<file path="src/rtl/cmov_pkg.sv">
package cmov_pkg;
  typedef enum logic [1:0] {
    FAM_FCC = 2'd0,
    FAM_ICC = 2'd1,
    FAM_RCC = 2'd2,
    FAM_RSV = 2'd3
  } family_e;

  localparam int unsigned INSN_W    = 32;
  localparam int unsigned CC_W      = 2;
  localparam int unsigned FLAG_W    = 4;
  localparam int unsigned TEST_LO   = 14;
  localparam int unsigned TEST_INV  = 17;
  localparam int unsigned FSEL_LO   = 11;
  localparam int unsigned XSEL_BIT  = 12;
  localparam int unsigned RIDX_LO   = 14;
  localparam int unsigned RIDX_W    = 5;
  localparam int unsigned RTEST_LO  = 10;
  localparam int unsigned RINV_BIT  = 12;
endpackage

</file>
<file path="src/rtl/cmov_fcc_eval.sv">
module cmov_fcc_eval
  import cmov_pkg::*;
#(
  parameter int unsigned NUM_FCC = 4
) (
  input  logic [INSN_W-1:0]       insn_i,
  input  logic [NUM_FCC*CC_W-1:0] fcc_i,
  output logic                    hit_o
);
  localparam int unsigned SEL_W = (NUM_FCC > 1) ? $clog2(NUM_FCC) : 1;

  logic [CC_W-1:0] fcc_arr [NUM_FCC];
  logic [SEL_W-1:0] sel;
  logic [CC_W-1:0]  f;
  logic [2:0]       test;
  logic             base;

  for (genvar n = 0; n < NUM_FCC; n++) begin : g_fld
    assign fcc_arr[n] = fcc_i[n*CC_W +: CC_W];
  end

  assign sel  = insn_i[FSEL_LO +: SEL_W];
  assign f    = fcc_arr[sel];
  assign test = insn_i[TEST_LO +: 3];

  always_comb begin
    unique case (test)
      3'd0: base = 1'b0;
      3'd1: base = (f != 2'd0);
      3'd2: base = (f == 2'd1) || (f == 2'd2);
      3'd3: base = f[0];
      3'd4: base = (f == 2'd1);
      3'd5: base = f[1];
      3'd6: base = (f == 2'd2);
      default: base = (f == 2'd3);
    endcase
  end

  assign hit_o = base ^ insn_i[TEST_INV];
endmodule

</file>
<file path="src/rtl/cmov_icc_eval.sv">
module cmov_icc_eval
  import cmov_pkg::*;
(
  input  logic [INSN_W-1:0] insn_i,
  input  logic [FLAG_W-1:0] icc_i,
  input  logic [FLAG_W-1:0] xcc_i,
  output logic              hit_o
);
  logic [FLAG_W-1:0] nib;
  logic n_f, z_f, v_f, c_f, lt;
  logic [2:0] test;
  logic base;

  assign nib  = insn_i[XSEL_BIT] ? xcc_i : icc_i;
  assign n_f  = nib[3];
  assign z_f  = nib[2];
  assign v_f  = nib[1];
  assign c_f  = nib[0];
  assign lt   = n_f ^ v_f;
  assign test = insn_i[TEST_LO +: 3];

  always_comb begin
    unique case (test)
      3'd0: base = 1'b0;
      3'd1: base = z_f;
      3'd2: base = z_f | lt;
      3'd3: base = lt;
      3'd4: base = c_f | z_f;
      3'd5: base = c_f;
      3'd6: base = n_f;
      default: base = v_f;
    endcase
  end

  assign hit_o = base ^ insn_i[TEST_INV];
endmodule

</file>
<file path="src/rtl/cmov_rcc_eval.sv">
module cmov_rcc_eval
  import cmov_pkg::*;
#(
  parameter int unsigned XLEN = 64
) (
  input  logic [INSN_W-1:0] insn_i,
  input  logic [XLEN-1:0]   reg_val_i,
  output logic              hit_o
);
  logic [XLEN-1:0] val;
  logic is_zero, is_neg, base;
  logic [1:0] test;

  // index 0 is the hardwired zero register
  assign val     = (insn_i[RIDX_LO +: RIDX_W] == '0) ? '0 : reg_val_i;
  assign is_zero = (val == '0);
  assign is_neg  = val[XLEN-1];
  assign test    = insn_i[RTEST_LO +: 2];

  always_comb begin
    unique case (test)
      2'd1: base = is_zero;
      2'd2: base = is_zero | is_neg;
      2'd3: base = is_neg;
      default: base = 1'b0;
    endcase
  end

  assign hit_o = (test == 2'd0) ? 1'b0 : (base ^ insn_i[RINV_BIT]);
endmodule

</file>
<file path="src/rtl/cmov_pred_eval.sv">
module cmov_pred_eval
  import cmov_pkg::*;
#(
  parameter int unsigned NUM_FCC = 4,
  parameter int unsigned XLEN    = 64
) (
  input  logic                    clk_i,
  input  logic                    rst_ni,
  input  logic                    valid_i,
  input  logic [1:0]              family_i,
  input  logic [INSN_W-1:0]       insn_i,
  input  logic [NUM_FCC*CC_W-1:0] fcc_i,
  input  logic [FLAG_W-1:0]       icc_i,
  input  logic [FLAG_W-1:0]       xcc_i,
  input  logic [XLEN-1:0]         reg_val_i,
  output logic                    valid_o,
  output logic                    move_en_o
);
  logic fcc_hit, icc_hit, rcc_hit, pred;
  family_e fam;

  assign fam = family_e'(family_i);

  cmov_fcc_eval #(.NUM_FCC(NUM_FCC)) u_fcc (
    .insn_i(insn_i), .fcc_i(fcc_i), .hit_o(fcc_hit)
  );

  cmov_icc_eval u_icc (
    .insn_i(insn_i), .icc_i(icc_i), .xcc_i(xcc_i), .hit_o(icc_hit)
  );

  cmov_rcc_eval #(.XLEN(XLEN)) u_rcc (
    .insn_i(insn_i), .reg_val_i(reg_val_i), .hit_o(rcc_hit)
  );

  always_comb begin
    unique case (fam)
      FAM_FCC: pred = fcc_hit;
      FAM_ICC: pred = icc_hit;
      FAM_RCC: pred = rcc_hit;
      default: pred = 1'b0;
    endcase
  end

  always_ff @(posedge clk_i or negedge rst_ni) begin
    if (!rst_ni) begin
      valid_o   <= 1'b0;
      move_en_o <= 1'b0;
    end else begin
      valid_o   <= valid_i;
      move_en_o <= valid_i & pred;
    end
  end
endmodule

</file>
<file path="config.mk">
export PLATFORM = sky130hd
export DESIGN_NAME = cmov_pred_eval
export DESIGN_NICKNAME = d
export VERILOG_FILES = /design/src/rtl/cmov_pkg.sv /design/src/rtl/cmov_fcc_eval.sv /design/src/rtl/cmov_icc_eval.sv /design/src/rtl/cmov_rcc_eval.sv /design/src/rtl/cmov_pred_eval.sv
export SDC_FILE = /design/constraint.sdc
export NUM_CORES = 1
export LEC_CHECK = 0
export BUFFER_PORTS_ARGS = -buffer_cell sky130_fd_sc_hd__buf_2
export CORE_MARGIN = 1.5
export CORE_UTILIZATION = 29
export CTS_CLUSTER_DIAMETER = 200
export DETAILED_ROUTE_END_ITERATION = 16
export GPL_ROUTABILITY_DRIVEN = 0
export PLACE_DENSITY = 0.95
export SYNTH_ARGS = -nofsm -noshare
export SYNTH_HDL_FRONTEND = slang
export SYNTH_HIERARCHICAL = 1
export SYNTH_SLANG_ARGS = --single-unit
</file>
<file path="constraint.sdc">
create_clock -name clk_i -period 0.8 [get_ports clk_i]
set_input_delay 0.08 -clock clk_i [delete_from_list [all_inputs] [get_ports clk_i]]
set_output_delay 0.08 -clock clk_i [all_outputs]
set_load 0.02 [all_outputs]
</file>
* Word level (Yosys, flattened, before mapping)
Index checks and enable logic that the tools add are counted.
** Word-level totals
- ROM bits :: 0
- Memory bits (writable) :: 0
- Word-level logic and storage cells :: 43
- Input port bits :: 117
- Latch bits :: 0
- Memories kept :: 0
- Output and inout port bits :: 2
- Register bits after elaboration :: 2
** Cells by class
- Eq/ne operators :: 14
- Multiplexer cells :: 10
- Magnitude comparators :: 1
- Divide/modulo/power cells :: 0
- Reductions and logical operators :: 7
- Add/subtract/negate cells :: 0
- Multipliers :: 0
- Shifts and indexed selects :: 0
- Bitwise logic cells :: 9
** Operator list (number)
- $logic_not A64 Y1 :: 1
- $mux W64 :: 1
- $pmux W1 S7 :: 2
- $eq A2 B2 Y1 const B :: 5
- $eq A3 B3 Y1 const B :: 3
- $eq A2 B1 Y1 const B :: 3
- $eq A3 B2 Y1 const B :: 2
- $pmux W1 S3 :: 2
- $logic_not A5 Y1 :: 1
- $bmux W2 S2 :: 1
- $logic_not A2 Y1 :: 2
- $mux W2 :: 2
- $mux W4 :: 1
- $xor A1 B1 Y1 :: 4
- $eq A3 B1 Y1 const B :: 1
- $ge A3 B3 Y1 const B :: 1
- $logic_not A3 Y1 :: 1
- $not A2 Y3 :: 1
- $or A1 B1 Y1 :: 3
- $reduce_bool A2 Y1 :: 1
- $and A1 B1 Y1 :: 1
- $logic_or A1 B1 Y1 :: 1
- $mux W1 :: 1

* Longest topological paths before layout
Gate-level depths: netlist of the first run.
- Depth in word-level cells :: 10
- Depth in mapped cells :: 10
- Gate-level depth less buffers :: 10

* Modules after synthesis
Netlist of the first run, hierarchy kept.
** Modules (own cells, without submodules)
- cmov_rcc_eval :: instances 1, sequential area each 0.0 um2, area an instance 265.3 um2, cells each 36
- cmov_fcc_eval :: instances 1, sequential area each 0.0 um2, area an instance 207.7 um2, cells each 21
- cmov_icc_eval :: instances 1, sequential area each 0.0 um2, area an instance 142.6 um2, cells each 20
- cmov_pred_eval :: instances 1, sequential area each 50.0 um2, area an instance 78.8 um2, cells each 6

* Worst setup path before layout of the first run
Ideal clock, no wire load.
- Path type :: input to register
- From :: in insn_i[11]
- To :: reg move_en_o
- Stages :: 10
- Slack :: -1005 ps
- Setup time :: 119 ps
- Data arrival time :: 1686 ps
- Buffers on the path :: 0
- Required time :: 681 ps
- Cells stage by stage :: mux4_2 > inv_1 > ha_1 > mux2i_1 > mux2_2 > o32ai_2 > xor2_1 > mux2i_1 > o21ai_1 > and2_1
** Between the ends
- Word-level cells in the longest chain between the ends :: 10
- Elaborated cells on any way between the ends :: 20
- Those cells by class :: 6 x eq/ne; 7 x mux; 4 x bitwise; 3 x reduce/logical
** Ends and longest elaborated chain
- from (decl) :: RTL line cmov_pred_eval.sv:11 : input logic [INSN_W-1:0] insn_i,
- $not A2 Y3 (not written as such) * :: RTL line cmov_fcc_eval.sv:23 : assign f = fcc_arr[sel];
- $bmux W2 S2 * :: RTL line cmov_fcc_eval.sv:23
- $mux W2 (not written as such) * (2 in a row) :: RTL line cmov_fcc_eval.sv:23
- $eq A2 B1 Y1 or $eq A2 B2 Y1 (tied branches) :: RTL line cmov_fcc_eval.sv:30, cmov_fcc_eval.sv:32, cmov_fcc_eval.sv:34
- $logic_or A1 B1 Y1 :: RTL line cmov_fcc_eval.sv:30 : 3'd2: base = (f == 2'd1) || (f == 2'd2);
- $pmux W1 S7 * :: RTL line cmov_fcc_eval.sv:27 : unique case (test)
- $xor A1 B1 Y1 * :: RTL line cmov_fcc_eval.sv:39 : assign hit_o = base ^ insn_i[TEST_INV];
- named net fcc_hit :: RTL line cmov_pred_eval.sv:19 : logic fcc_hit, icc_hit, rcc_hit, pred;
- $pmux W1 S3 * :: RTL line cmov_pred_eval.sv:37 : unique case (fam)
- $and A1 B1 Y1 * :: RTL line cmov_pred_eval.sv:51 : move_en_o <= valid_i & pred;
- to (signal assigned) :: RTL line cmov_pred_eval.sv:51
- to (decl) :: RTL line cmov_pred_eval.sv:17 : output logic move_en_o
Mark *: on every way through the listed nets, which the timed path passes. The rest lies on a longest branch. The select of a mux whose other input is x is not followed.

* Final worst setup path of the first run
Same ends and word-level chain as after synthesis.

==> results of run 1 <==
-- power breakdown --
| group | internal (uW) | total (uW) | switching (uW) |
|---|---|---|---|
| sequential | 109 | 112 | 3.05 |
| combinational | 378 | 662 | 284 |
| clock | 166 | 224 | 58.3 |
| total | 653 | 999 | 345 |
-- synthesized netlist by cell type (2+ instances only) --
library cell,instances
nor3b_1,2
nor4_1,12
dfrtp_1,2
mux2i_1,5
nand2b_1,3
inv_1,3
ha_1,4
o21ai_1,3
nor4_2,5
xnor2_1,2
mux4_2,2
nor2_1,3
nand3b_1,7
nand2_1,3
xor2_1,3
nand4_1,4
-- final cells by class --
type / count / area (sq um)
Inverter: 3 / 11.3
Clock buffer: 3 / 22.5
Tap cell: 28 / 35.0
Fill cell: 192 / 866
Timing Repair Buffer: 106 / 581
Multi-Input combinational cell: 77 / 668
Sequential cell: 2 / 50.0
-- critical path: cells and delay by family --
| family | cells | cell delay (ns) |
|---|---|---|
| AO/OA/AOI/OAI | 4 | 0.51 |
| multiplexers | 2 | 0.69 |
| adder cells (fa/ha/maj) | 1 | 0.21 |
| XOR/XNOR | 1 | 0.17 |
| buffers and inverters | 1 | 0.10 |
| AND/OR/NAND/NOR | 1 | 0.15 |
-- through the flow --
stage / utilization, % / setup TNS, ns / cell area (sq um) / total power [uW] / hold slack [ns]
floorplan: - / -0.985 / 701 / 346 / -0.216
global placement: 56.8 / -1.17 / 1270 / 686 / -0.135
detailed placement: 56.8 / -1.25 / 1270 / 702 / -0.134
CTS: 60.2 / -1.01 / 1340 / 970 / 0.164
global route: 61.2 / -1.14 / 1370 / 1070 / 0.183
finish: 61.2 / -1.01 / 1370 / 999 / 0.172
-- registers in the layout, indices dropped and copies added (netlist names) --
register,flops
valid_o,1
move_en_o,1
-- final timing paths --
| kind | end | slack [ns] | depth (start not counted) |
|---|---|---|---|
| min in group clk_i | move_en_o | 0.19 | 3 |
| max | move_en_o | -1.01 | 10 |
| max in group asynchronous | valid_o | 0.53 | 2 |
| min | move_en_o | 0.17 | 2 |
-- cell usage in the layout, fill, tap and decap left out, types with 2 or more instances in the layout --
cell type,n
buf_2,91
buf_4,11
buf_6,2
clkbuf_4,3
dfrtp_1,2
dlygate4sd3_1,2
ha_2,2
inv_2,2
mux2i_1,5
mux4_2,2
nand2_1,3
nand2b_1,3
nand3b_1,7
nand4_1,4
nor2_1,3
nor3b_1,2
nor4_1,12
nor4_2,5
o21ai_1,3
xnor2_1,2
xor2_1,3
-- kinds of logic after synthesis --
| family | count (synthesis) | share of synthesized area, % |
|---|---|---|
| buf+inv | 4 | 2.34 |
| simple gates | 46 | 45.6 |
| mux | 8 | 15.3 |
| xor+xnor | 5 | 6.31 |
| fa+ha+maj | 4 | 7.21 |
| compound gates | 14 | 16.0 |
| flops | 2 | 7.21 |
-- per-layer routing --
metal  routed length (microns)  up-vias  track usage, %
li1                          -      556               -
met1                      1090      511            25.6
met2                      1660       68            39.7
met3                       272        2            3.16
met4                        23        0            5.26
met5                         0        -               0
-- what timing repair did --
action | 4_1_cts | 5_1_grt
buffers inserted | 0 | 1
setup endpoints to repair | 2 | 3
endpoints found under the hold margin | 3 | 0
hold buffers | 2 | 0
gates resized for setup | 6 | 4
pin swaps | 3 | 5
==> out/qor.yml, run 1 <==
yosysTopAreaCell: "nor4_1"
dp_hpwl_mm: 2.60
max_stage_delay_ns: 0.55
rows: 17
drv_cap: 0
setup_ws_ns: -1.01
startpoint_type: "input pin"
slew_headroom_pct: 77.8
grt_max_degree: 15
first_global_vias: 1060
cts_htree_levels: 1
slowest_stage: "mux4_2"
vias: 1137
die_area_sq_um: 2700
synth_nets: 204
synthArstFlopShare_pct: 100
place_ws_ns: -1.25
violations: "setup timing"
syn2layout_area_growth_pct: 96.9
ir_drop_mv: 0.698
drc: 0
ant_nets: 0
synthFlopType: "dfrtp_1"
setup_viol: 1
path_cells: "buf_4 -> mux4_2 -> ha_2 -> a21bo_2 -> a21oi_4 -> o32ai_4 -> xor2_1 -> mux2i_1 -> o21ai_1 -> and2_1"
criticalPathCategory: "input pin to flop"
vias_per_cell: 5.19
path_max_fanout: 4
avgRoutedWirePerCell_microns: 13.9
grt_overflow_total: 0
postSynthCellCount: 83
ys_warn_count: 6
n_antenna_cell: 0
cp.arrival_ns: 1.92
nets: 314
grt_pass1_wl_mm: 4.32
ys_types: 36
die_height_microns: 51.9
numCtsBuffers: 3
clk_path_buf_depth: 2
antenna_found_initial: 0
fmax_mhz: 553
status: "complete, but fails checks"
cts_tree: "done"
ios: 119
setup.worst_path.start: "insn_i[11]"
start_util_pct: 31.1
wl_mm: 3.04
grt_usage_pct: 21.5
min_period_ns: 1.81
crit_path_end_kind: "flop"
hold_viol: 0
io_buffer_count: 94
drv_slew: 0
syn_avg_cell_area_sq_um: 8.37
synth_seq_cells: 2
worst_pin_slew_ns: 0.330
fp.dieW_microns: 51.9
core-area_sq_um: 2230
cts_sinks: 2
powerDensity_nw_per_um2: 730
critPathRequiredTime_ns: 0.91
drtIter0Drc: 15
stdcell_count: 219
leakage_uw: 0.000671
hp-class: "input pin to async pin"
dr.pass1.iters: 4
place_inst: 213
fin_crit_sh_pct: 226
syn_area_sq_um: 694
root_buffer: "clkbuf_4"
clkSlewWorstSetupHoldPaths_ns: 0.03
yosys.area.top_type_share_pct: 10.8
ys_seq_area_share_pct: 7.21
rsz0062_at_grt: "true"
drive_gt1_share_pct: 64.9
synth-edff-count: 0
synth_area_leaders: "nor4_1 11%, nor4_2 9.0%, nand3b_1 7.6%, dfrtp_1 7.2%, ha_1 7.2%"
Power figures use the tool's default switching activity.
==> run 2, diff against run 1 <==
--- a/config.mk
+++ b/config.mk
@@ -5,9 +5,10 @@
 export SDC_FILE = /design/constraint.sdc
 export NUM_CORES = 1
 export LEC_CHECK = 0
+export ABC_AREA = 1
 export BUFFER_PORTS_ARGS = -buffer_cell sky130_fd_sc_hd__buf_2
 export CORE_MARGIN = 1.5
-export CORE_UTILIZATION = 29
+export CORE_UTILIZATION = 35
 export CTS_CLUSTER_DIAMETER = 200
 export DETAILED_ROUTE_END_ITERATION = 16
 export GPL_ROUTABILITY_DRIVEN = 0
==> run 2 against run 1 <==
Effect of this change: the run still ends with setup timing left; highest routed layer unchanged; sequential share of layout area decreased by 0.80 points; final cell count is 52% higher; critical path type unchanged; largest cell class unchanged; first-iteration DRC count grew 150%; largest power group unchanged; final area increased by 28%.
==> out/qor.yml, run 2 <==
drc: 0  # unchanged
yosysTopAreaCell: "nand2_1"
grt_max_degree: 11  # -4
ir_drop_mv: 0.712  # +1.9%
ys_warn_count: 6  # unchanged
clk_path_buf_depth: 2  # unchanged
place_ws_ns: -0.842  # +0.407 ns
grtUsageMet3_pct: 3.04  # -0.12 points
criticalPathCategory: "input pin to flop"
antenna_found_initial: 0  # unchanged
rows: 18  # +1
synth-edff-count: 0  # unchanged
post_cts_buffers: 0  # unchanged
hold_viol: 0  # unchanged
fin_crit_sh_pct: 150  # -76 points
vias: 1522  # +34%
cts_sinks: 2  # unchanged
dr.pass1.iters: 4  # unchanged
core-area_sq_um: 2520  # +13%
hp-start: "family_i[0]"
syn_avg_cell_area_sq_um: 4.85  # -42%
path_max_fanout: 6  # +2
setup_ws_ns: -0.401  # +0.608 ns
vias_per_cell: 4.57  # -12%
synth_nets: 318  # +56%
die_height_microns: 55.2  # +6.3%
yosys.area.top_type_share_pct: 24.8  # +14 points
grt_overflow_total: 0  # unchanged
drv_cap: 0  # unchanged
leakage_uw: 0.000995  # +48%
max_stage_delay_ns: 0.17  # -0.38 ns
status: "complete, but fails checks"
nets: 426  # +36%
critical-path-top-cell-by-count: "nand2_1"
postSynthCellCount: 197  # +140%
drive_gt1_share_pct: 48.2  # -17 points
die_area_sq_um: 3050  # +13%
first_global_vias: 1519  # +43%
layout_commonest_cell: "buf_2"
powerDensity_nw_per_um2: 661  # -9.5%
worst_pin_slew_ns: 0.220  # -0.110 ns
synth_seq_cells: 2  # unchanged
synthFlopType: "dfrtp_1"
setup.worst_path.start: "insn_i[11]"
cp.arrival_ns: 1.32  # -0.60 ns
syn2layout_area_growth_pct: 83.4
drv_slew: 0  # unchanged
synth_area_leaders: "nand2_1 25%, nor2_1 22%, inv_1 8.7%, nand3_2 7.3%, nand2_2 7.2%"
ant_nets: 0  # unchanged
synth.most_common_cell: "nand2_1"
ys_seq_area_share_pct: 5.24  # -2.0 points
numCtsBuffers: 3  # unchanged
rsz0062_at_grt: "true"
hp-class: "input pin to flop"
cts_htree_levels: 1  # unchanged
startpoint_type: "input pin"
final_cell_mix: "90 x buf_2, 55 x nand2_1, 55 x nor2_1"
setup_viol: 3  # +2
violations: "setup timing"
synthArstFlopShare_pct: 100  # unchanged
ys_types: 22  # -39%
slowest_stage: "ha_2"
slew_headroom_pct: 85.2  # +7.4 points
final_util_pct: 69.4  # +8.2 points
clkSlewWorstSetupHoldPaths_ns: 0.03  # about the same
fp.dieW_microns: 55.2  # +6.3%
avgRoutedWirePerCell_microns: 9.81  # -29%
syn_area_sq_um: 955  # +37%
drtIter0Drc: 37  # +22
ios: 119  # unchanged
critPathRequiredTime_ns: 0.92  # about the same
io_buffer_count: 94  # unchanged
use_met2_pct: 45.1  # +5.4 points
synth_commonest_cells: "63 x nand2_1, 56 x nor2_1, 22 x inv_1, 11 x nand2_2, 8 x nand4_1"
path_cells: "buf_12 -> inv_16 -> nand2_4 -> nand3_4 -> nand2_4 -> inv_2 -> ha_2 -> nand4_1 -> nand2_1 -> nor2_1 -> nand4_1 -> nand2_1 -> nand3b_1 -> nand2_1 -> nor2_1"
met1_usage_pct: 22.2  # -3.5 points
grt_pass1_wl_mm: 5.66  # +31%
root_buffer: "clkbuf_4"
dp_hpwl_mm: 2.88  # +11%
wl_mm: 3.27  # +7.5%
crit_path_end_kind: "flop"
start_util_pct: 37.8  # +6.8 points
n_antenna_cell: 0  # unchanged
min_period_ns: 1.20  # -0.608 ns
grt_usage_pct: 22.3  # +0.77 points
fmax_mhz: 833  # +51%
cts_tree: "done"
reg_top3: "move_en_o x1, valid_o x1"
grt_most_used_layer: "met2"
## run 2: layout make-up
| cell class | count | area (sq um) |
|---|---|---|
| clock buffers | 3 | 22.5 |
| fillers | 228 | 772 |
| inverters | 25 | 118 |
| multi-input cells | 168 | 918 |
| flip-flops and latches | 2 | 50.0 |
| well taps | 30 | 37.5 |
| repair buffers | 105 | 604 |
## run 2: where the power goes
group          total (uW)  switching, uW  internal (uW)  leakage [uW]
sequential            112           3.20            109     0.0000248
combinational         809            402            407      0.000956
clock                 237           70.7            166     0.0000138
## run 2: worst max-delay path, delay by kind of cell
kind	cells	cell delay, ns
AND/OR/NAND/NOR	11	0.79
buffers and inverters	3	0.26
adder cells (fa/ha/maj)	1	0.17
## run 2: path summary, 6_finish.rpt
check                       endpoint  depth (start not counted)
min in group asynchronous    valid_o                          2
hold / removal             move_en_o                          4
setup / recovery           move_en_o                         15
max in group asynchronous  move_en_o                          2
## run 2: kinds of logic (layout without fill, tap and decap cells)
kind of cell             count (synthesis)  count (layout)  synth area share, %
buffers and inverters                   27             133                 11.4
adder cells (fa/ha/maj)                  4               4                 5.24
flip-flops                               2               2                 5.24
AND/OR/NAND/NOR                        154             154                 71.6
XOR/XNOR                                 1               1                0.918
AO/OA/AOI/OAI                            9               9                 5.64
## run 2: repair_timing
action / CTS / global route
hold buffers: 2 / 0
endpoints found under the setup margin: 3 / 3
hold endpoints to repair: 3 / 0
pin swaps: 2 / 10
gates resized for setup: 17 / 5
## run 2: per-stage QoR
step           cells  area, sq um  total power (uW)  hold WS, ns  TNS (ns)
4_1_cts          333         1730              1140        0.129    -0.410
3_5_place_dp     328         1630               860       -0.131    -0.842
2_1_floorplan    197         1050               493       -0.216    -0.418
5_1_grt          333         1750              1270        0.173    -0.596
3_3_place_gp     328         1630               836       -0.134    -0.784
6_report         333         1750              1160        0.118    -0.414
## run 2: metal layers
layer	vias to the layer above	wire (microns)
met3	4	234
met5	-	0
li1	823	-
met1	620	1260
met4	0	48
met2	75	1730
